$ cat config.mk
export PLATFORM = sky130hd
export DESIGN_NAME = bitfield_unit
export DESIGN_NICKNAME = d
export VERILOG_FILES = /design/src/rtl/bfu_pkg.sv /design/src/rtl/bfu_lsb_enc.sv /design/src/rtl/bfu_field_alu.sv /design/src/rtl/bfu_ctrl.sv /design/src/rtl/bitfield_unit.sv
export SDC_FILE = /design/constraint.sdc
export NUM_CORES = 1
export LEC_CHECK = 0
export ABC_AREA = 1
export BUFFER_PORTS_ARGS = -buffer_cell sky130_fd_sc_hd__buf_4
export CAP_MARGIN = 20
export CORE_MARGIN = 2
export CORE_UTILIZATION = 40
export DETAILED_ROUTE_END_ITERATION = 8
export PLACE_DENSITY = 0.65
export SKIP_CTS_REPAIR_TIMING = 1
export SLEW_MARGIN = 20
export SYNTH_ARGS = -nofsm -noshare
export SYNTH_HDL_FRONTEND = slang
export SYNTH_SLANG_ARGS = --single-unit
$ cat constraint.sdc
create_clock -name clk -period 1.5 [get_ports clk]
set_input_delay 0.3 -clock clk [delete_from_list [all_inputs] [get_ports clk]]
set_output_delay 0.3 -clock clk [all_outputs]
set_load 0.01 [all_outputs]
$ cat src/rtl/bfu_pkg.sv
package bfu_pkg;
    localparam int DATA_W  = 8;
    localparam int SHIFT_W = $clog2(DATA_W);

    typedef enum logic {
        OP_EXTRACT = 1'b0,
        OP_INSERT  = 1'b1
    } bfu_op_e;

    typedef enum logic [1:0] {
        ST_IDLE  = 2'd0,
        ST_READ  = 2'd1,
        ST_WRITE = 2'd2
    } bfu_state_e;

    typedef struct packed {
        bfu_op_e             op;
        logic [DATA_W-1:0]   mask;
        logic [DATA_W-1:0]   val;
    } bfu_cmd_t;

    typedef struct packed {
        logic [DATA_W-1:0] ext;
        logic [DATA_W-1:0] ins;
    } bfu_alu_t;
endpackage

$ cat src/rtl/bfu_lsb_enc.sv
module bfu_lsb_enc #(
    parameter int W  = 8,
    parameter int IW = $clog2(W)
) (
    input  logic [W-1:0]  vec,
    output logic [IW-1:0] idx
);
    always_comb begin
        idx = '0;
        for (int i = W - 1; i >= 0; i--) begin
            if (vec[i]) idx = IW'(i);
        end
    end
endmodule

$ cat src/rtl/bfu_field_alu.sv
module bfu_field_alu
    import bfu_pkg::*;
(
    input  logic [DATA_W-1:0] mask,
    input  logic [DATA_W-1:0] val,
    input  logic [DATA_W-1:0] mem_byte,
    output bfu_alu_t          res
);
    logic [SHIFT_W-1:0] sh;
    logic [DATA_W-1:0]  val_up;
    logic [DATA_W-1:0]  picked;

    bfu_lsb_enc #(.W(DATA_W), .IW(SHIFT_W)) enc_i (
        .vec (mask),
        .idx (sh)
    );

    assign picked = mem_byte & mask;
    assign val_up = val << sh;

    genvar b;
    generate
        for (b = 0; b < DATA_W; b++) begin : g_merge
            assign res.ins[b] = mask[b] ? val_up[b] : mem_byte[b];
        end
    endgenerate

    assign res.ext = picked >> sh;
endmodule

$ cat src/rtl/bfu_ctrl.sv
module bfu_ctrl
    import bfu_pkg::*;
(
    input  logic              clk,
    input  logic              rst,
    input  logic              start,
    input  bfu_cmd_t          cmd_in,
    input  bfu_alu_t          alu,
    input  logic              mem_ready,
    output bfu_cmd_t          cmd_q,
    output logic              mem_valid,
    output logic              mem_we,
    output logic [DATA_W-1:0] mem_wdata,
    output logic [DATA_W-1:0] result,
    output logic              busy,
    output logic              done
);
    bfu_state_e state_q;

    always_ff @(posedge clk) begin
        if (rst) begin
            state_q   <= ST_IDLE;
            cmd_q     <= '0;
            mem_wdata <= '0;
            result    <= '0;
            done      <= 1'b0;
        end else begin
            done <= 1'b0;
            case (state_q)
                ST_IDLE: begin
                    if (start) begin
                        cmd_q   <= cmd_in;
                        state_q <= ST_READ;
                    end
                end
                ST_READ: begin
                    if (mem_ready) begin
                        if (cmd_q.op == OP_EXTRACT) begin
                            result  <= alu.ext;
                            done    <= 1'b1;
                            state_q <= ST_IDLE;
                        end else begin
                            mem_wdata <= alu.ins;
                            state_q   <= ST_WRITE;
                        end
                    end
                end
                ST_WRITE: begin
                    if (mem_ready) begin
                        done    <= 1'b1;
                        state_q <= ST_IDLE;
                    end
                end
                default: state_q <= ST_IDLE;
            endcase
        end
    end

    assign mem_valid = (state_q != ST_IDLE);
    assign mem_we    = (state_q == ST_WRITE);
    assign busy      = (state_q != ST_IDLE);


    req_hold_chk: assert property (@(posedge clk) disable iff (rst)
        (mem_valid && !mem_ready) |=> (mem_valid && $stable(mem_we) && $stable(mem_wdata)));


    done_pulse_chk: assert property (@(posedge clk) disable iff (rst)
        done |=> !done);


    done_idle_chk: assert property (@(posedge clk) disable iff (rst)
        done |-> !busy);


    write_only_insert_chk: assert property (@(posedge clk) disable iff (rst)
        mem_we |-> (cmd_q.op == OP_INSERT));


    result_hold_chk: assert property (@(posedge clk) disable iff (rst)
        (busy && cmd_q.op == OP_INSERT) |=> $stable(result));


    zero_mask_chk: assert property (@(posedge clk) disable iff (rst)
        (done && cmd_q.op == OP_EXTRACT && cmd_q.mask == '0) |-> (result == '0));
endmodule

$ cat src/rtl/bitfield_unit.sv
module bitfield_unit
    import bfu_pkg::*;
(
    input  logic              clk,
    input  logic              rst,
    input  logic              start,
    input  logic              op,
    input  logic [DATA_W-1:0] mask,
    input  logic [DATA_W-1:0] reg_val,
    output logic [DATA_W-1:0] result,
    output logic              busy,
    output logic              done,
    output logic              mem_valid,
    output logic              mem_we,
    output logic [DATA_W-1:0] mem_wdata,
    input  logic [DATA_W-1:0] mem_rdata,
    input  logic              mem_ready
);
    bfu_cmd_t cmd_in;
    bfu_cmd_t cmd_q;
    bfu_alu_t alu;

    assign cmd_in.op   = bfu_op_e'(op);
    assign cmd_in.mask = mask;
    assign cmd_in.val  = reg_val;

    bfu_field_alu alu_i (
        .mask     (cmd_q.mask),
        .val      (cmd_q.val),
        .mem_byte (mem_rdata),
        .res      (alu)
    );

    bfu_ctrl ctrl_i (
        .clk       (clk),
        .rst       (rst),
        .start     (start),
        .cmd_in    (cmd_in),
        .alu       (alu),
        .mem_ready (mem_ready),
        .cmd_q     (cmd_q),
        .mem_valid (mem_valid),
        .mem_we    (mem_we),
        .mem_wdata (mem_wdata),
        .result    (result),
        .busy      (busy),
        .done      (done)
    );


    no_accept_busy_chk: assert property (@(posedge clk) disable iff (rst)
        (busy && !done) |=> $stable(cmd_q));
endmodule

## After elaboration in Yosys (flattened, before gate mapping)

Cells that the tools add are included.

| word-level totals | value |
|---|---|
| bits in writable memories | 0 |
| bits of input ports | 29 |
| output and inout port bits | 20 |
| flip-flop bits (word level) | 36 |
| memory bits (read-only) | 0 |
| memories kept | 0 |
| logic and storage cells | 47 |
| latch bits | 0 |

| cells by class | value |
|---|---|
| reduce and logical (&&, ||, !) cells | 6 |
| add/subtract/negate cells | 0 |
| $lt $le $gt $ge | 0 |
| mux-type cells | 25 |
| bitwise gates (word level) | 2 |
| shift operators | 2 |
| $mul | 0 |
| equal/unequal tests | 5 |
| divide/modulo/power cells | 0 |

Operator list:

| operator | number |
|---|---|
| $mux 3 | 8 |
| $mux 1 | 11 |
| $reduce_and 3->1 | 3 |
| $and 8x8->8 | 1 |
| $mux 2 | 4 |
| $shl 8x3->8 | 1 |
| $shr 8x3->8 | 1 |
| $pmux 2 s3 | 1 |
| $ne 2x2->1 const B | 2 |
| $eq 2x1->1 const B | 1 |
| $eq 2x2->1 const B | 1 |
| $logic_not 2->1 | 1 |
| $ne 2x1->1 const B | 1 |
| $pmux 1 s2 | 1 |
| $reduce_and 2->1 | 1 |
| $reduce_bool 2->1 | 1 |
| $not 1->1 | 1 |

## Longest topological paths before layout

Gate-level depths: netlist of run 1.

| logic depth | value |
|---|---|
| word-level depth | 10 |
| gate-level depth with buffers | 16 |

## By module

Synthesis of run 1 repeated with hierarchy kept, for this count alone.

| unflattened totals | value |
|---|---|
| cell total of the unflattened synthesis | 326 |
| area total of the unflattened synthesis | 2092.0 um^2 |

By module, submodules not included:

| module | sequential area each (um^2) | instances | area an instance (um^2) | cells an instance |
|---|---|---|---|---|
| bfu_ctrl | 720.7 | 1 | 1393.8 | 176 |
| bfu_field_alu | 0.0 | 1 | 603.1 | 131 |
| bfu_lsb_enc | 0.0 | 1 | 95.1 | 19 |

## Worst setup path after synthesis of run 1

OpenSTA, ideal clock, no wires.

| timing path | value |
|---|---|
| kind | flip-flop to flip-flop |
| from | reg ctrl_i.state_q[1] |
| to | reg ctrl_i.result[0] |
| stages on the path, launching flop included | 11 |
| arrival | 1.560 ns |
| library setup time | 0.070 ns |
| data required time | 1.430 ns |
| setup slack | -0.130 ns |
| clock period less this slack | 1.630 ns |
| cell sequence | dfxtp_1 inv_1 ha_1 inv_1 nor3_4 inv_1 nor2_1 inv_1 a21oi_1 a21boi_0 a21oi_1 |

| on the way | value |
|---|---|
| longest elaborated chain between the ends | 2 |

RTL lines:

| what | RTL line | RTL |
|---|---|---|
| start, declared | bfu_ctrl.sv:18 | `bfu_state_e state_q;` |
| start signal, assigned | bfu_ctrl.sv:22 | `state_q <= ST_IDLE;` |
| start signal, assigned | bfu_ctrl.sv:33 | `state_q <= ST_READ;` |
| start signal, assigned | bfu_ctrl.sv:41 | `state_q <= ST_IDLE;` |
| $eq 2x1->1 | bfu_ctrl.sv:29 | `case (state_q)` |
| $reduce_and 3->1 (no source line) | n/a |  |
| end signal, assigned | bfu_ctrl.sv:39 | `result <= alu.ext;` |
| end, declared | bfu_ctrl.sv:14 | `output logic [DATA_W-1:0] result,` |

No other way between the ends.
A chain may end at the register's enable or synchronous reset.

## Worst setup path after layout of run 1

| timing path | value |
|---|---|
| from | reg ctrl_i.cmd_q[14] (netlist name) |
| to | reg ctrl_i.mem_wdata[6] |

| on the way | value |
|---|---|
| longest elaborated chain between the ends | 9 |

RTL lines:

| what | RTL line | RTL |
|---|---|---|
| $mux 3 (7 in series) | bfu_lsb_enc.sv:11 | `if (vec[i]) idx = IW'(i);` |
| $shl 8x3->8 | bfu_field_alu.sv:19 | `assign val_up = val << sh;` |
| $mux 1 (*) | bfu_field_alu.sv:24 | `assign res.ins[b] = mask[b] ? val_up[b] : mem_byte[b];` |
| end signal, assigned | bfu_ctrl.sv:43 | `mem_wdata <= alu.ins;` |
| end, declared | bfu_ctrl.sv:13 | `output logic [DATA_W-1:0] mem_wdata,` |

Every way passes the cells marked *; elsewhere a longest branch is shown, timed or not.

==> results of run 1 <==
## layout make-up
class                   count  area [sq um]  share of cell area
clock buffers               6          72.6              0.0251
multi-input cells         216          1260               0.435
repair buffers             72           589               0.204
flip-flops and latches     36           731               0.253
clock inverters             2          35.0              0.0121
well taps                  67          83.8              0.0290
inverters                  31           120              0.0416
## Yosys cell counts, drive strengths merged
cell     n  share of area
nand2   65           0.13
inv     31          0.059
nand3   44           0.11
a21oi   33          0.084
a211oi   2         0.0077
nor2    22          0.042
nor3b    1         0.0064
ha       3          0.019
o21ai   35          0.091
o211ai   3          0.014
o31ai    1         0.0038
a31oi    1         0.0032
nor3     2          0.011
or2      1         0.0032
buf      7          0.022
clkbuf   6          0.011
a21boi   1         0.0038
dfxtp   36           0.37
## power groups by stage
stage / clock (mW) / combinational, mW / sequential (mW)
after global placement: 0 / 1.12 / 1.13
final: 0.843 / 1.39 / 1.12
after floorplan: 0 / 0.709 / 1.13
after CTS: 0.858 / 1.13 / 1.11
after detailed placement: 0 / 1.12 / 1.13
after global routing: 0.906 / 1.53 / 1.14
## path summary, 6_finish.rpt
| kind | startpoint | end | slack (ps) | depth (start not counted) |
|---|---|---|---|---|
| worst max-delay path | ctrl_i.cmd_q[14] | ctrl_i.mem_wdata[6] | -60 | 14 |
| worst min-delay path | reg_val[3] | ctrl_i.cmd_q[3] | 260 | 3 |
| worst max register to register | ctrl_i.cmd_q[14] | ctrl_i.mem_wdata[6] | -60 | 14 |
| worst min register to register | ctrl_i.result[5] | ctrl_i.result[5] | 470 | 2 |
## worst max-delay path: cells and delay by family, from the launching register on
kind	cells	cell delay, ps
flops	1	330
buf+inv	2	200
compound gates	1	140
simple gates	11	830
## flip-flops by register name, summed over array words and instances (netlist names)
register / count
ctrl_i.state_q: 2
ctrl_i.mem_wdata: 8
ctrl_i.result: 8
ctrl_i.done: 1
ctrl_i.cmd_q: 17
## metal layers
| layer | vias to the layer above | GRT usage | wire (um) |
|---|---|---|---|
| li1 | 1123 | - | - |
| met1 | 985 | 0.287 | 2620 |
| met2 | 75 | 0.327 | 2770 |
| met3 | 13 | 0.0420 | 287 |
| met4 | 0 | 0.0808 | 133 |
| met5 | - | 0 | 0 |
## logic make-up (layout without fill, tap and decap cells)
group                      after synthesis  after routing  synth area share
DFF                                     36             36             0.368
AOI/OAI and AO/OA                       76             76             0.208
buffers and inverters                   44            111            0.0932
and+or+nand+nor                        135            137             0.312
adders and majority gates                3              3            0.0191
## metrics by stage
step                      hold WS [ps]  utilization  TNS (ps)  power, mW  cells
final                              257        0.612      -118       3.36    430
after global routing               266        0.612     -1210       3.57    430
after CTS                          258        0.562      -190       3.10    426
after detailed placement           458        0.539     -67.3       2.26    418
after global placement             453        0.539     -32.1       2.25    418
after floorplan                    430            -         0       1.84    294
==> impl_summary.txt, run 1 <==
----------------------------------------------------
[Status]
  Run status ... finished, violations left
  Violated checks ... negative setup slack

[Floorplan]
  Die Area ... 5480 sq um
  Number of rows created at floorplan ... 25
  Die width ... 74.0 um
  Placeable core area ... 4720 sq um
  Die outline height ... 74.0 um
  Initial standard-cell utilization of the core ... 0.415
  Ports ... 49

[STA]
  Transition at the pin with the smallest max-transition slack ... 305 ps
  Clock skew after layout ... 5.04 ps
  Tightest slew margin relative to the limit ... 0.796
  F_max ... 641 MHz
  Total setup violations reported at the end of the flow ... 2
  Fraction of the cycle the final worst path needs ... 1.04
  Minimum period implied by the final worst setup slack ... 1560 ps
  Setup repair after global routing missed its margin ... true
  Hold violation total from the final report ... 0
  Crit path setup slack, layout ... -59.6 ps
  Final Max Tran Viols ... 0

[Place]
  Placement-stage worst setup slack ... -22.1 ps
  DP Wirelength ... 4160 um
  Number of buffers inserted by port buffering ... 48
  Weighted congestion reported at the end of routability-driven placement ... 0.889
  Post-DP Area ... 2550 sq um

[Clocking]
  Insertion delay to the later sink of the worst-skew pair ... 290 ps
  Library cell used as clock root buffer ... sky130_fd_sc_hd__clkbuf_8
  Clock transition time at the flip-flop clock pins of the worst setup and hold paths ... 70 ps
  Deepest clock path buffer count ... 2
  Number of buffers created by CTS ... 5
  Total number of H-tree levels ... 2
  Clock net sink count ... 36
  CTS tree ... done

[Yosys]
  Flip-flop and latch count after synthesis ... 36
  Summed instance area of the synthesized netlist ... 1960 sq um
  Mean area per synthesized cell ... 6.67 sq um
  Number of distinct library cells after synthesis ... 29
  Count of warnings emitted by yosys ... 0
  Synthesized instance count ... 294
  Register area share after synthesis ... 0.368
  Post-synth net total ... 326

[Global route]
  Maximum number of pins on one net before global-route repair ... 32
  Number of global-route vias before repair ... 1817
  Number of antenna violations at the first check in global routing ... 0
  Wire length of the first global-routing pass ... 8670 um
  Final global-route overflow total ... 0
  Overall track demand over capacity in global routing ... 0.210

[Drt]
  Post-Route WL ... 5810 um
  Count of nets left with antenna violations after detail routing ... 0
  Per-cell routed wire length ... 13.5 um
  Avg Vias per Cell ... 5.11
  Pre-Repair DR Iteration Count ... 5
  DRC violation count after routing ... 0
  First DRT Iteration DRCs ... 88
  Total vias in the final route ... 2196

[Power]
  Portion of total power attributed to the clock network ... 0.251
  Switching power ... 1.25 mW
  Leak pwr ... 1.30 nW
  Fraction of power spent switching nets ... 0.371
  Design internal power ... 2.12 mW
  Power per Cell Area ... 1160 nW/um^2
  Comb power frac ... 0.415
  Relative contribution of sequential cells to total power ... 0.334
  Peak supply drop ... 0.579 mV

[Job]
  # Max-Cap Violations ... 0

[Setup path]
  Most frequent CP cell ... sky130_fd_sc_hd__nand2_1
  Cell-by-cell listing of the critical path ... inv_2 > nand2_1 > nand2_1 > nand2_1 > nand2_2 > nand2_4 > nand2_8 > buf_8 > nand3_2 > nand2_1 > nand2_1 > nand3_2 > nand3_2 > a21oi_2
  Req. time, crit path ... 1730 ps
  Max incr delay on CP ... 330 ps
  Kind of end point of the critical path ... flop
  Arrival time of data at the critical path endpoint ... 1790 ps
  Type of the setup path with the least slack ... reg -> reg
  Startpoint class of the critical path ... flop
  Maximum fanout count along the critical path ... 8
  Library cell contributing the largest single delay on the critical path ... sky130_fd_sc_hd__dfxtp_2

[Finish]
  Share of layout cells above drive strength 1 ... 0.358
  Number of inserted diodes ... 0
  Commonest non-fill, non-tap cells in the layout ... 67 x sky130_fd_sc_hd__buf_4, 56 x sky130_fd_sc_hd__nand2_1, 30 x sky130_fd_sc_hd__a21oi_1, 30 x sky130_fd_sc_hd__dfxtp_1, 28 x sky130_fd_sc_hd__o21ai_0
  Most common cell after layout, fill and taps aside ... sky130_fd_sc_hd__buf_4
  Area added between synthesis and finish ... 47.4%
  Post-route cell area ... 2890 sq um
  Fillcell total ... 431
  Number of nets in the layout ... 394

[Worst hold path]
  Hold crit path type ... in -> reg

----------------------------------------------------
No activity file was read; power rests on OpenSTA's default activity.
==> run 2: changes to the inputs <==
- CELL_PAD_IN_SITES_DETAIL_PLACEMENT: unset -> 0
- CELL_PAD_IN_SITES_GLOBAL_PLACEMENT: unset -> 1
- CORE_UTILIZATION: 40 -> 33
- PLACE_DENSITY: 0.65 -> 0.75
- SKIP_CTS_REPAIR_TIMING: 1 -> unset
==> run 2 against run 1 <==
Against the previous run:
- the run still ends with negative setup slack left
- die area is 20% higher
- via count up 1.2%
- final area up 3.1%
- non-clock buffer count rose by 16
- sequential share of layout area shrank 0.89 points
- power grew 5.8%
- flip-flop and latch count unchanged
- final cell count rose by 5.6%
- count of clock-buffer cells in the layout increased by 1
- setup slack lost 42 ps
- first-iteration DRC count rose by 120%
- sequential power hardly changed
- critical path type unchanged
- largest cell class unchanged
- largest power group unchanged
==> impl_summary.txt, run 2 (same netlist as run 1, synthesis figures left out) <==
----------------------------------------------------
[Setup path]
  R2r endpoint ... ctrl_i.result[4]
  Type of the setup path with the least slack ... reg -> reg
  Setup slack of the worst register-to-register path ... -100 ps
  Max incr delay on CP ... 330 ps
  Req. time, crit path ... 1680 ps
  Library cell contributing the largest single delay on the critical path ... sky130_fd_sc_hd__dfxtp_2
  Most frequent CP cell ... sky130_fd_sc_hd__nand2_1
  Arrival time of data at the critical path endpoint ... 1780 ps
  Reg-to-Reg Start ... ctrl_i.cmd_q[14]
  Startpoint class of the critical path ... flop
  Cell-by-cell listing of the critical path ... inv_2 > nand2_1 > nand2_1 > nand2_1 > nand2_1 > nand2_2 > nand2_4 > nand2_8 > buf_6 > nand2_2 > o21ai_2 > or2_4 > nand3_2 > a21oi_2
  Depth of the most critical reg-to-reg path ... 14
  Maximum fanout count along the critical path ... 6
  Kind of end point of the critical path ... flop

[Finish]
  Number of inserted diodes ... 0
  Number of flip-flops in the largest register ... 17
  Area added between synthesis and finish ... 51.9%
  Share of layout cells above drive strength 1 ... 0.377
  Largest registers ... ctrl_i.cmd_q: 17 flops, ctrl_i.mem_wdata: 8 flops, ctrl_i.result: 8 flops
  Fillcell total ... 599
  Most common cell after layout, fill and taps aside ... sky130_fd_sc_hd__buf_4
  Flip-flop and latch area ... 727 sq um
  Commonest non-fill, non-tap cells in the layout ... 82 x sky130_fd_sc_hd__buf_4, 56 x sky130_fd_sc_hd__nand2_1, 34 x sky130_fd_sc_hd__nand3_1, 31 x sky130_fd_sc_hd__dfxtp_1, 30 x sky130_fd_sc_hd__o21ai_0
  Area occupied by multi-input gates ... 1210 sq um
  Register with the most flip-flops ... ctrl_i.cmd_q
  Number of nets in the layout ... 410

[STA]
  Total setup violations reported at the end of the flow ... 9
  Crit path setup slack, layout ... -102 ps
  Hold violation total from the final report ... 0
  Setup repair after global routing missed its margin ... true
  Fraction of the cycle the final worst path needs ... 1.07
  Tightest slew margin relative to the limit ... 0.811
  F_max ... 624 MHz
  Total negative slack ... -446 ps
  Minimum period implied by the final worst setup slack ... 1600 ps
  Post-route worst hold slack ... 262 ps
  Transition at the pin with the smallest max-transition slack ... 281 ps
  Clock skew after layout ... 11.8 ps
  Final Max Tran Viols ... 0

[Power]
  Comb power frac ... 0.418
  Design internal power ... 2.29 mW
  Leak pwr ... 1.36 nW
  Relative contribution of sequential cells to total power ... 0.315
  Portion of total power attributed to the clock network ... 0.268
  Switching power ... 1.26 mW
  Total power after layout ... 3.55 mW
  Peak supply drop ... 0.562 mV
  Fraction of power spent switching nets ... 0.355
  Power per Cell Area ... 1190 nW/um^2

[Clocking]
  Library cell used as clock root buffer ... sky130_fd_sc_hd__clkbuf_8
  CTS tree ... done
  Total number of H-tree levels ... 2
  Clock net sink count ... 36
  Deepest clock path buffer count ... 2
  Clock transition time at the flip-flop clock pins of the worst setup and hold paths ... 80 ps
  Post-cts hold buffer count ... 0
  Insertion delay to the later sink of the worst-skew pair ... 300 ps
  Number of buffers created by CTS ... 5

[Global route]
  Overall track demand over capacity in global routing ... 0.182
  Wire length of the first global-routing pass ... 9170 um
  Maximum number of pins on one net before global-route repair ... 22
  Final global-route overflow total ... 0
  Number of antenna violations at the first check in global routing ... 0
  Number of global-route vias before repair ... 1994

[Drt]
  Highest metal used ... met4
  Length of routed met3 wiring ... 408 um
  Avg Vias per Cell ... 4.89
  Post-route met1 wirelength ... 2780 um
  First DRT Iteration DRCs ... 193
  Per-cell routed wire length ... 13.3 um
  Pre-Repair DR Iteration Count ... 5
  Post-Route WL ... 6050 um
  Length of routed met2 wiring ... 2770 um
  Count of nets left with antenna violations after detail routing ... 0
  Total vias in the final route ... 2222
  DRC violation count after routing ... 0

[Floorplan]
  Ports ... 49
  Die outline height ... 81.1 um
  Number of rows created at floorplan ... 28
  Die Area ... 6570 sq um
  Die width ... 81.1 um
  Initial standard-cell utilization of the core ... 0.337
  Placeable core area ... 5820 sq um

[Worst hold path]
  Hold crit path type ... in -> reg
  Launch instance of the worst min-delay path ... op
  Hold depth ... 3
  Worst hold endpoint ... ctrl_i.cmd_q[16]

[Status]
  Run status ... finished, violations left
  Violated checks ... negative setup slack

[Place]
  Number of buffers inserted by port buffering ... 48
  DP Wirelength ... 4400 um
  Weighted congestion reported at the end of routability-driven placement ... 0.895

[Job]
  # Max-Cap Violations ... 0

----------------------------------------------------
==> run 2: critical path: cells and delay by family, from the launching register on <==
kind | cells | cell delay (ps)
compound gates | 2 | 100
buf+inv | 2 | 190
flops | 1 | 330
simple gates | 10 | 860
==> run 2: worst max-delay path by stage <==
| stage | startpoint | to | slack [ps] |
|---|---|---|---|
| floorplan | ctrl_i.state_q[1] | ctrl_i.result[0] | 20 |
| global placement | ctrl_i.cmd_q[14] | ctrl_i.result[1] | -2 |
| detailed placement | ctrl_i.cmd_q[14] | ctrl_i.result[1] | -50 |
| CTS | ctrl_i.cmd_q[14] | ctrl_i.result[2] | -20 |
| global route | ctrl_i.cmd_q[14] | ctrl_i.result[4] | -210 |
| finish | ctrl_i.cmd_q[14] | ctrl_i.result[4] | -100 |
==> run 2: stage by stage <==
| step | setup slack [ps] | instances | util | cell area [sq um] |
|---|---|---|---|---|
| 2_1_floorplan | 18.1 | 294 | - | 1970 |
| 3_3_place_gp | -2.13 | 433 | 0.442 | 2570 |
| 3_5_place_dp | -51.6 | 433 | 0.442 | 2570 |
| 4_1_cts | -16.2 | 441 | 0.467 | 2710 |
| 5_1_grt | -210 | 454 | 0.512 | 2980 |
| 6_report | -102 | 454 | 0.512 | 2980 |
==> run 2: final cells by class <==
| cell class | count | share of cell area |
|---|---|---|
| flip-flops and latches | 36 | 0.244 |
| well taps | 75 | 0.0315 |
| clock inverters | 1 | 0.0101 |
| repair buffers | 88 | 0.235 |
| multi-input cells | 216 | 0.407 |
| clock buffers | 7 | 0.0323 |
| inverters | 31 | 0.0403 |
==> run 2: per-layer routing <==
layer / GRT usage / vias to the layer above
met3: 0.0444 / 9
met4: 0.0525 / 0
met1: 0.246 / 979
met2: 0.288 / 88
met5: 0 / -
li1: - / 1146
==> run 2: power groups by stage <==
| stage | Sequential, mW | Combinational [mW] | Clock, mW |
|---|---|---|---|
| 6_report | 1.12 | 1.48 | 0.951 |
| 2_1_floorplan | 1.13 | 0.709 | 0 |
| 3_5_place_dp | 1.13 | 1.13 | 0 |
| 4_1_cts | 1.11 | 1.15 | 0.969 |
| 5_1_grt | 1.13 | 1.63 | 0.997 |
| 3_3_place_gp | 1.13 | 1.14 | 0 |
==> run 2: repair_timing <==
item                       4_1_cts  5_1_grt
resized for setup                4       42
gates cloned                     0        2
pin swaps                        0       11
setup buffers                    0       11
setup endpoints to repair       12       18
==> run 3: changes to the inputs <==
- BUFFER_PORTS_ARGS: -buffer_cell sky130_fd_sc_hd__buf_4 -> -buffer_cell sky130_fd_sc_hd__clkbuf_2
- CELL_PAD_IN_SITES_GLOBAL_PLACEMENT: 1 -> 2
- CORE_UTILIZATION: 33 -> 25
- PLACE_DENSITY: 0.75 -> 0.74
==> run 3 against run 2 <==
Against the previous run:
- largest power group unchanged
- sequential share of layout area rose by 2.6 points
- routed wire length fell by 0.18%
- count of clock-buffer cells in the layout down 1
- sequential power hardly changed
- critical path type unchanged
- the flow still finishes with violations (negative setup slack)
- maximum frequency increased by 6.8%
- global-route usage shrank 3.5 points
- final cell count increased by 3.7%
- final area decreased by 9.3%
==> impl_summary.txt, run 3 (same netlist as run 1, synthesis figures left out) <==
----------------------------------------------------
[Clocking]
  Library cell used as clock root buffer ... sky130_fd_sc_hd__clkbuf_8
  Deepest clock path buffer count ... 2
  Total number of H-tree levels ... 2
  Clock net sink count ... 36
  CTS tree ... done
  Insertion delay to the later sink of the worst-skew pair ... 280 ps
  Post-cts hold buffer count ... 0
  Clock transition time at the flip-flop clock pins of the worst setup and hold paths ... 70 ps
  Number of buffers created by CTS ... 5

[Setup path]
  Timing startpoint of the critical path ... ctrl_i.cmd_q[14]
  Arrival time of data at the critical path endpoint ... 1680 ps
  Library cell contributing the largest single delay on the critical path ... sky130_fd_sc_hd__dfxtp_2
  Max incr delay on CP ... 340 ps
  Total stage count of the critical path ... 13
  Reg-to-Reg Start ... ctrl_i.cmd_q[14]
  End of the critical path ... ctrl_i.result[4]
  Maximum fanout count along the critical path ... 11
  Type of the setup path with the least slack ... reg -> reg
  Count of buffer and inverter cells on the critical path ... 1
  Kind of end point of the critical path ... flop
  Depth of the most critical reg-to-reg path ... 13
  Startpoint class of the critical path ... flop
  Most frequent CP cell ... sky130_fd_sc_hd__nand2_1
  Family with the most delay on the worst path ... simple AND/OR/NAND/NOR gates
  R2r endpoint ... ctrl_i.result[4]
  Setup slack of the worst register-to-register path ... -0.7 ps
  Cell-by-cell listing of the critical path ... inv_2 > nand2_1 > nand2_1 > nand2_1 > nand2_1 > nand2_2 > nand2_4 > nand2_8 > nand2_2 > o21ai_2 > or2_1 > nand3_1 > a21oi_1
  Req. time, crit path ... 1680 ps

[Status]
  Run status ... finished, violations left
  Violated checks ... negative setup slack

[Finish]
  Number of flip-flops in the largest register ... 17
  Number of nets in the layout ... 401
  Commonest non-fill, non-tap cells in the layout ... 58 x sky130_fd_sc_hd__nand2_1, 48 x sky130_fd_sc_hd__clkbuf_2, 36 x sky130_fd_sc_hd__nand3_1, 32 x sky130_fd_sc_hd__a21oi_1, 32 x sky130_fd_sc_hd__dfxtp_1
  Filler-free cell count of the finished design ... 471
  Most common cell after layout, fill and taps aside ... sky130_fd_sc_hd__nand2_1
  Largest registers ... ctrl_i.cmd_q: 17 flops, ctrl_i.mem_wdata: 8 flops, ctrl_i.result: 8 flops
  Register with the most flip-flops ... ctrl_i.cmd_q
  Post-route cell area ... 2700 sq um
  Number of inserted diodes ... 0
  Area added between synthesis and finish ... 37.8%
  Fillcell total ... 848
  Share of layout cells above drive strength 1 ... 0.322

[Global route]
  Number of antenna violations at the first check in global routing ... 0
  Final global-route overflow total ... 0
  Overall track demand over capacity in global routing ... 0.147
  Wire length of the first global-routing pass ... 9920 um
  Maximum number of pins on one net before global-route repair ... 32
  Number of global-route vias before repair ... 2014

[STA]
  Hold violation total from the final report ... 0
  Post-route worst hold slack ... 264 ps
  Tightest slew margin relative to the limit ... 0.799
  Clock skew after layout ... 3.80 ps
  Crit path setup slack, layout ... -0.681 ps
  Setup repair after global routing missed its margin ... true
  Minimum period implied by the final worst setup slack ... 1500 ps
  Fraction of the cycle the final worst path needs ... 1.00
  Final Max Tran Viols ... 0
  F_max ... 666 MHz
  Transition at the pin with the smallest max-transition slack ... 298 ps
  Total setup violations reported at the end of the flow ... 1

[Drt]
  Count of nets left with antenna violations after detail routing ... 0
  Post-Route WL ... 6040 um
  DRC violation count after routing ... 0
  Length of routed met2 wiring ... 2600 um
  Highest metal used ... met4
  Total vias in the final route ... 2167
  First DRT Iteration DRCs ... 65
  Per-cell routed wire length ... 12.8 um
  Avg Vias per Cell ... 4.60
  Pre-Repair DR Iteration Count ... 4
  Length of routed met3 wiring ... 347 um
  Post-route met1 wirelength ... 2970 um

[Job]
  # Max-Cap Violations ... 0

[Power]
  Total power after layout ... 3.03 mW
  Peak supply drop ... 0.398 mV
  Leak pwr ... 1.25 nW
  Power per Cell Area ... 1120 nW/um^2

[Place]
  Number of placed cells counting well taps ... 459
  Post-DP Area ... 2490 sq um
  Number of buffers inserted by port buffering ... 48
  Weighted congestion reported at the end of routability-driven placement ... 0.806
  DP Wirelength ... 4710 um

[Floorplan]
  Ports ... 49
  Placeable core area ... 7650 sq um
  Die outline height ... 92.6 um
  Die width ... 92.6 um
  Die Area ... 8570 sq um
  Number of rows created at floorplan ... 32
  Initial standard-cell utilization of the core ... 0.256

[Worst hold path]
  Hold crit path type ... in -> reg
  Hold depth ... 3

----------------------------------------------------
==> run 3: what timing repair did <==
item                                    4_1_cts  5_1_grt
gates cloned                                  1        0
pin swaps                                     0       12
endpoints found under the setup margin       13       18
gates resized for setup                       6       24
buffers inserted                              1        3
==> run 3: power breakdown <==
group / internal [mW] / switching [mW]
sequential: 1.05 / 0.0721
clock: 0.316 / 0.345
combinational: 0.500 / 0.747
total: 1.86 / 1.16
==> run 3: metal layers <==
metal,up-vias,GRT usage
met5,-,0
met4,0,0.0522
met3,13,0.0277
met2,67,0.212
met1,958,0.216
li1,1129,-
==> run 3: stage by stage <==
step                 util  setup WS (ps)  TNS, ps
CTS                 0.340          -1.90    -1.90
global route        0.353           -134    -1350
detailed placement  0.326          -56.0     -385
finish              0.353         -0.681   -0.681
global placement    0.326          -26.5    -54.9
floorplan               -           18.1        0
==> run 3: worst min-delay path by stage <==
stage | start | endpoint | slack (ps)
after global placement | ctrl_i.mem_wdata[3] | ctrl_i.mem_wdata[3] | 450
after CTS | mem_ready | ctrl_i.done | 260
final | mem_ready | ctrl_i.done | 260
after detailed placement | ctrl_i.mem_wdata[2] | ctrl_i.mem_wdata[2] | 460
after global routing | mem_ready | ctrl_i.done | 280
after floorplan | ctrl_i.cmd_q[7] | ctrl_i.cmd_q[7] | 430
==> run 3: cell type report <==
class,instances,area (sq um),share of cell area
clock buffers,6,72.6,0.0269
well taps,102,128,0.0472
clock inverters,1,5.00,0.00185
flip-flops and latches,36,728,0.270
multi-input cells,215,1150,0.426
repair buffers,80,500,0.185
inverters,31,116,0.0431
==> run 3: worst min-delay path, cell delays in order <==
cell and delay (ps):
sky130_fd_sc_hd__clkbuf_2 100, sky130_fd_sc_hd__nand2_1 50, sky130_fd_sc_hd__a21oi_1 50
